==> config.mk <==
export PLATFORM = sky130hd
export DESIGN_NAME = bus_parity_guard
export DESIGN_NICKNAME = d
export VERILOG_FILES = /design/src/rtl/bpg_pkg.sv /design/src/rtl/bpg_rst_sync.sv /design/src/rtl/bpg_lane_xor.sv /design/src/rtl/bpg_err_log.sv /design/src/rtl/bus_parity_guard.sv
export SDC_FILE = /design/constraint.sdc
export NUM_CORES = 1
export LEC_CHECK = 0
export BUFFER_PORTS_ARGS = -buffer_cell sky130_fd_sc_hd__buf_4
export CAP_MARGIN = 30
export CORE_AREA = 5 5 179 181
export CTS_CLUSTER_DIAMETER = 120
export CTS_CLUSTER_SIZE = 24
export DETAILED_ROUTE_END_ITERATION = 10
export DIE_AREA = 0 0 184 186
export GPL_ROUTABILITY_DRIVEN = 0
export SETUP_SLACK_MARGIN = 0.1
export SYNTH_ARGS = -nofsm -noshare
export SYNTH_HDL_FRONTEND = slang
export SYNTH_HIERARCHICAL = 1
export SYNTH_SLANG_ARGS = --single-unit
==> constraint.sdc <==
create_clock -name clk -period 2.98 [get_ports clk]
set_clock_uncertainty 0.05 [all_clocks]
set_input_delay 0.149 -clock clk [delete_from_list [all_inputs] [get_ports clk]]
set_output_delay 0.149 -clock clk [all_outputs]
set_load 0.01 [all_outputs]
==> src/rtl/bpg_pkg.sv <==
package bpg_pkg;

  // Number of lanes needed to cover a bus, counting a partial top lane
  function automatic int lanes_for(input int bus_w, input int lane_w);
    return (bus_w + lane_w - 1) / lane_w;
  endfunction

  typedef enum logic {
    KIND_ADDR = 1'b0,
    KIND_DATA = 1'b1
  } err_kind_e;

endpackage

==> src/rtl/bpg_rst_sync.sv <==
module bpg_rst_sync (
  input  logic clk,
  input  logic rst_n,
  output logic rst_sync_n
);

  logic [1:0] sync_q;

  always_ff @(posedge clk or negedge rst_n) begin
    if (!rst_n) sync_q <= 2'b00;
    else        sync_q <= {sync_q[0], 1'b1};
  end

  assign rst_sync_n = sync_q[1];

endmodule

==> src/rtl/bpg_lane_xor.sv <==
module bpg_lane_xor
  import bpg_pkg::*;
#(
  parameter int BUS_W  = 36,
  parameter int LANE_W = 8,
  localparam int LANES = lanes_for(BUS_W, LANE_W)
) (
  input  logic [BUS_W-1:0] bus,
  input  logic [LANES-1:0] extra,
  output logic [LANES-1:0] lane_xor
);

  for (genvar li = 0; li < LANES; li++) begin : g_lane
    localparam int LO = li * LANE_W;
    localparam int HI = ((li + 1) * LANE_W > BUS_W) ? BUS_W - 1 : (li + 1) * LANE_W - 1;
    assign lane_xor[li] = (^bus[HI:LO]) ^ extra[li];
  end

endmodule

==> src/rtl/bpg_err_log.sv <==
module bpg_err_log
  import bpg_pkg::*;
#(
  parameter int ADDR_W  = 36,
  parameter int A_LANES = 5,
  parameter int D_LANES = 16
) (
  input  logic               clk,
  input  logic               rst_n,
  input  logic [ADDR_W-1:0]  addr,
  input  logic [A_LANES-1:0] addr_fail,
  input  logic [D_LANES-1:0] data_fail,
  input  logic               clear,
  output logic               valid_o,
  output logic               is_data_o,
  output logic [ADDR_W-1:0]  addr_o,
  output logic [A_LANES-1:0] amask_o,
  output logic [D_LANES-1:0] dmask_o
);

  logic               valid_q, valid_d;
  err_kind_e          kind_q, kind_d;
  logic [ADDR_W-1:0]  addr_q, addr_d;
  logic [A_LANES-1:0] amask_q, amask_d;
  logic [D_LANES-1:0] dmask_q, dmask_d;
  logic               any_fail;
  logic               capture;
  logic               load_en;

  assign any_fail = (|addr_fail) | (|data_fail);
  // A clear in the same cycle frees the slot for the new record
  assign capture  = any_fail & (~valid_q | clear);
  assign load_en  = capture | clear;

  always_comb begin
    valid_d = valid_q;
    kind_d  = kind_q;
    addr_d  = addr_q;
    amask_d = amask_q;
    dmask_d = dmask_q;
    if (capture) begin
      valid_d = 1'b1;
      kind_d  = (|addr_fail) ? KIND_ADDR : KIND_DATA;
      addr_d  = addr;
      amask_d = addr_fail;
      dmask_d = data_fail;
    end else if (clear) begin
      valid_d = 1'b0;
    end
  end

  always_ff @(posedge clk or negedge rst_n) begin
    if (!rst_n) begin
      valid_q <= 1'b0;
      kind_q  <= KIND_ADDR;
      addr_q  <= '0;
      amask_q <= '0;
      dmask_q <= '0;
    end else if (load_en) begin
      valid_q <= valid_d;
      kind_q  <= kind_d;
      addr_q  <= addr_d;
      amask_q <= amask_d;
      dmask_q <= dmask_d;
    end
  end

  assign valid_o   = valid_q;
  assign is_data_o = (kind_q == KIND_DATA);
  assign addr_o    = addr_q;
  assign amask_o   = amask_q;
  assign dmask_o   = dmask_q;

endmodule

==> src/rtl/bus_parity_guard.sv <==
module bus_parity_guard
  import bpg_pkg::*;
#(
  parameter int ADDR_W = 36,
  parameter int DATA_W = 128,
  parameter int LANE_W = 8
) (
  input  logic                                  clk,
  input  logic                                  rst_n,
  input  logic                                  chk_en,
  input  logic                                  irq_en,
  input  logic                                  req_valid,
  input  logic [ADDR_W-1:0]                     req_addr,
  input  logic [lanes_for(ADDR_W, LANE_W)-1:0]  req_addr_par,
  input  logic                                  req_has_data,
  input  logic [DATA_W-1:0]                     req_data,
  input  logic [lanes_for(DATA_W, LANE_W)-1:0]  req_be,
  input  logic [lanes_for(DATA_W, LANE_W)-1:0]  req_data_par,
  input  logic                                  log_clear,
  output logic                                  log_valid,
  output logic                                  log_is_data,
  output logic [ADDR_W-1:0]                     log_addr,
  output logic [lanes_for(ADDR_W, LANE_W)-1:0]  log_addr_mask,
  output logic [lanes_for(DATA_W, LANE_W)-1:0]  log_data_mask,
  output logic                                  irq,
  input  logic [ADDR_W-1:0]                     gen_addr,
  input  logic [DATA_W-1:0]                     gen_data,
  input  logic [lanes_for(DATA_W, LANE_W)-1:0]  gen_be,
  output logic [lanes_for(ADDR_W, LANE_W)-1:0]  gen_addr_par,
  output logic [lanes_for(DATA_W, LANE_W)-1:0]  gen_data_par
);

  localparam int A_LANES = lanes_for(ADDR_W, LANE_W);
  localparam int D_LANES = lanes_for(DATA_W, LANE_W);

  logic               rst_int_n;
  logic [A_LANES-1:0] chk_addr_xor;
  logic [D_LANES-1:0] chk_data_xor;
  logic [A_LANES-1:0] addr_fail;
  logic [D_LANES-1:0] data_fail;
  logic               addr_gate;
  logic               data_gate;

  bpg_rst_sync u_rst_sync (
    .clk        (clk),
    .rst_n      (rst_n),
    .rst_sync_n (rst_int_n)
  );

  // Outbound check: a lane XOR of its covered bits and its parity bit must be zero
  bpg_lane_xor #(.BUS_W(ADDR_W), .LANE_W(LANE_W)) u_chk_addr (
    .bus      (req_addr),
    .extra    (req_addr_par),
    .lane_xor (chk_addr_xor)
  );

  bpg_lane_xor #(.BUS_W(DATA_W), .LANE_W(LANE_W)) u_chk_data (
    .bus      (req_data),
    .extra    (req_data_par ^ req_be),
    .lane_xor (chk_data_xor)
  );

  assign addr_gate = req_valid & chk_en;
  assign data_gate = req_valid & chk_en & req_has_data;
  assign addr_fail = addr_gate ? chk_addr_xor : '0;
  assign data_fail = data_gate ? chk_data_xor : '0;

  bpg_err_log #(
    .ADDR_W  (ADDR_W),
    .A_LANES (A_LANES),
    .D_LANES (D_LANES)
  ) u_log (
    .clk       (clk),
    .rst_n     (rst_int_n),
    .addr      (req_addr),
    .addr_fail (addr_fail),
    .data_fail (data_fail),
    .clear     (log_clear),
    .valid_o   (log_valid),
    .is_data_o (log_is_data),
    .addr_o    (log_addr),
    .amask_o   (log_addr_mask),
    .dmask_o   (log_data_mask)
  );

  assign irq = log_valid & irq_en;

  // Inbound generation runs regardless of chk_en
  bpg_lane_xor #(.BUS_W(ADDR_W), .LANE_W(LANE_W)) u_gen_addr (
    .bus      (gen_addr),
    .extra    ('0),
    .lane_xor (gen_addr_par)
  );

  bpg_lane_xor #(.BUS_W(DATA_W), .LANE_W(LANE_W)) u_gen_data (
    .bus      (gen_data),
    .extra    (gen_be),
    .lane_xor (gen_data_par)
  );

endmodule

==> impl_metrics.env <==
export IMPL_post_route_cell_area_um2=10500
export IMPL_die_area_um2=34200
export IMPL_via_per_inst=3.84
export IMPL_syn_to_final_growth_pct=72.1
export IMPL_num_rows=64
export IMPL_drt_antenna_violating_nets=0
export IMPL_vdd_drop_max_mv=0.381
export IMPL_seq_power_share=0.233
export IMPL_antenna_found_initial=0
export IMPL_power_density_nw_per_um2=529
export IMPL_drcViolationCount=0
export IMPL_arrival_ps=2890
export IMPL_drtIter0Drc=61
export IMPL_min_from="req_addr[29]"
export IMPL_synthCells=471
export IMPL_slowest_delay_ps=530
export IMPL_drive_gt1_frac=0.621
export IMPL_r2r_start="u_log/valid_o"
export IMPL_critPathKind="input port to register"
export IMPL_critPathLaunch="req_be[8]"
export IMPL_hp_class="input port to register"
export IMPL_final_max_slew_violation_count=0
export IMPL_postSynthAreaPerCell_um2=12.9
export IMPL_switchingPower_mw=1.75
export IMPL_fmax_mhz=366
export IMPL_cts_tree="yes"
export IMPL_fin_crit_sh=0.918
export IMPL_reg2reg_depth=4
export IMPL_most_common_layout_cells="478 x buf_4, 168 x xnor2_1, 60 x dfrtp_1"
export IMPL_path_max_fanout=22
export IMPL_port_buffer_count=468
export IMPL_grt_start_max_net_pins=27
export IMPL_final_common_cell="buf_4"
export IMPL_setup_viol=0
export IMPL_maxCapViolations=0
export IMPL_synth_distinct_cells=26
export IMPL_post_drt_wl_per_cell_um=16.1
export IMPL_num_antenna_cells=0
export IMPL_insertion_delay_ps=320
export IMPL_yosys_area_top_type_share=0.251
export IMPL_grt_overflow_total=0
export IMPL_r2r_end="u_log/addr_o[28]"
export IMPL_p_int_mw=3.79
export IMPL_crit_slowest_cell="or4_4"
export IMPL_cp_start_kind="input port"
export IMPL_ys_ff_latch=61
export IMPL_ys_seq_area_frac=0.251
export IMPL_path_cells="buf_4 -> xor2_2 -> xnor2_2 -> xnor3_1 -> xnor2_1 -> and4_1 -> or4_4 -> nor4_4 -> buf_4 -> a21boi_4 -> buf_12 -> mux2_4"
export IMPL_critPathMostFrequentCell="buf_4"
export IMPL_drt_pass1_iter_count=4
export IMPL_period_minus_slack_ps=2730
export IMPL_crit_buf_inv=3
export IMPL_yosys_warnings=6
export IMPL_grt_pass1_wl_mm=30.9
export IMPL_hold_viol=0
export IMPL_die_w_um=184
export IMPL_cts_made_buffers=9
export IMPL_num_vias=5200
export IMPL_outcome="complete, no violations"
export IMPL_synth_area_um2=6090
export IMPL_initial_core_util=0.201
export IMPL_wirelength_mm=21.8
export IMPL_cpLargestDelayFamily="simple AND/OR/NAND/NOR gates"
export IMPL_crit_path_end="u_log/addr_o[22]"
export IMPL_endpoint_kind="register"
export IMPL_postCtsSetupBuffers=0
export IMPL_clock_path_buffers=2
export IMPL_synth_top_area_cell="dfrtp_1"
export IMPL_cts_root_buffer_cell="clkbuf_16"
export IMPL_grt_setup_unrepaired="false"
export IMPL_p_leak_nw=5.18
export IMPL_regToRegSetupSlack_ps=1110
export IMPL_total_power_mw=5.54
export IMPL_cts_sinks=61
export IMPL_core_um2=30300
export IMPL_ios=469
export IMPL_p_comb_frac=0.567
export IMPL_track_usage=0.117
export IMPL_htree_levels=3
export IMPL_ys_top_cells_by_area="dfrtp_1 25%, xnor2_1 24%, xnor3_1 15%"
export IMPL_required_ps=3130
export IMPL_die_y_um=186
export IMPL_grt_pass1_vias=5657
export IMPL_n_fill_cell=3124
export IMPL_clockPowerShare=0.200
export IMPL_cp_num_cells=12
export IMPL_nNetsFinal=1342
export IMPL_place_area_um2=10100
export IMPL_clk_pin_slew_ps=50
export IMPL_dp_hpwl_mm=19.2
export IMPL_swShare=0.317
-- power groups by stage --
stage | logic, mW | registers, mW | clock network (mW)
4_1_cts | 3.22 | 1.30 | 1.15
5_1_grt | 3.39 | 1.33 | 1.18
3_5_place_dp | 3.21 | 1.30 | 0
6_report | 3.14 | 1.29 | 1.11
3_3_place_gp | 3.18 | 1.30 | 0
2_1_floorplan | 1.57 | 1.41 | 0
-- per-stage QoR --
step	util	cells	hold slack [ps]	TNS, ps	setup WS, ps
after global placement	0.335	1338	-117	-5090	-132
after floorplan	-	475	-197	0	129
after global routing	0.346	1354	9.31	0	138
final	0.346	1354	22.5	0	245
after detailed placement	0.335	1338	-118	-4620	-128
after CTS	0.346	1354	7.48	0	207
-- state kept, by name, indices dropped and copies added, names as in the netlist --
register and flops:
u_log/valid_o 1, u_log/addr_o 36, u_log/amask_o 5, u_log/dmask_o 16
u_rst_sync/sync_q 2, u_log/is_data_o 1
-- logic make-up after synthesis --
kind of cell / count (synthesis) / synth area share
and+or+nand+nor: 31 / 0.0428
DFF: 61 / 0.251
other: 2 / 0.00123
xor gates and xnor gates: 304 / 0.577
muxes: 49 / 0.0962
AOI/OAI and AO/OA: 12 / 0.0171
buffers and inverters: 12 / 0.0148
-- worst min-delay path by stage --
stage | slack, ps | cells after the start | end
6_report | 20 | 2 | u_log/addr_o[29]
3_3_place_gp | -120 | 1 | u_rst_sync/sync_q[0]
3_5_place_dp | -120 | 1 | u_rst_sync/sync_q[0]
5_1_grt | 9 | 2 | u_log/addr_o[5]
2_1_floorplan | -200 | 0 | u_rst_sync/sync_q[0]
4_1_cts | 7 | 2 | u_log/addr_o[5]
-- area by class of cell --
class	count	area, um^2	area share
multi-input cells	402	4520	0.431
repair buffers	480	3620	0.345
flip-flops and latches	61	1530	0.146
well taps	396	495	0.0473
clock buffers	11	243	0.0232
clock inverters	4	72.6	0.00693
-- synthesized netlist by cell type --
cell      number
xnor2_1      168
xor2_1        56
or4_4          1
buf_2          6
nor2_1         1
and2_1         1
clkbuf_1       1
buf_6          5
mux2_4         9
xnor3_1       40
conb_1         2
o21a_1         1
and3_1         5
xnor2_2       40
or4_1          4
nor4_4         1
a22o_1         8
mux2_2        40
nand3_1        1
o21ai_0        1
and4_2         4
a21bo_2        1
a21boi_2       1
nand2b_1       1
and4_1        12
dfrtp_1       61
-- repair_timing --
item,in CTS,in global routing
hold endpoints to repair,2,0
hold buffers,1,0
resized for setup,0,1
setup endpoints to repair,0,4
-- layer usage --
layer / wire, um / share of wire / track usage
met1: 7340 / 0.34 / 0.122
met2: 11400 / 0.52 / 0.216
met3: 2660 / 0.12 / 0.0481
met4: 365 / 0.017 / 0.0302
met5: 0 / 0 / 0
No activity file was read; power rests on OpenSTA's default activity.
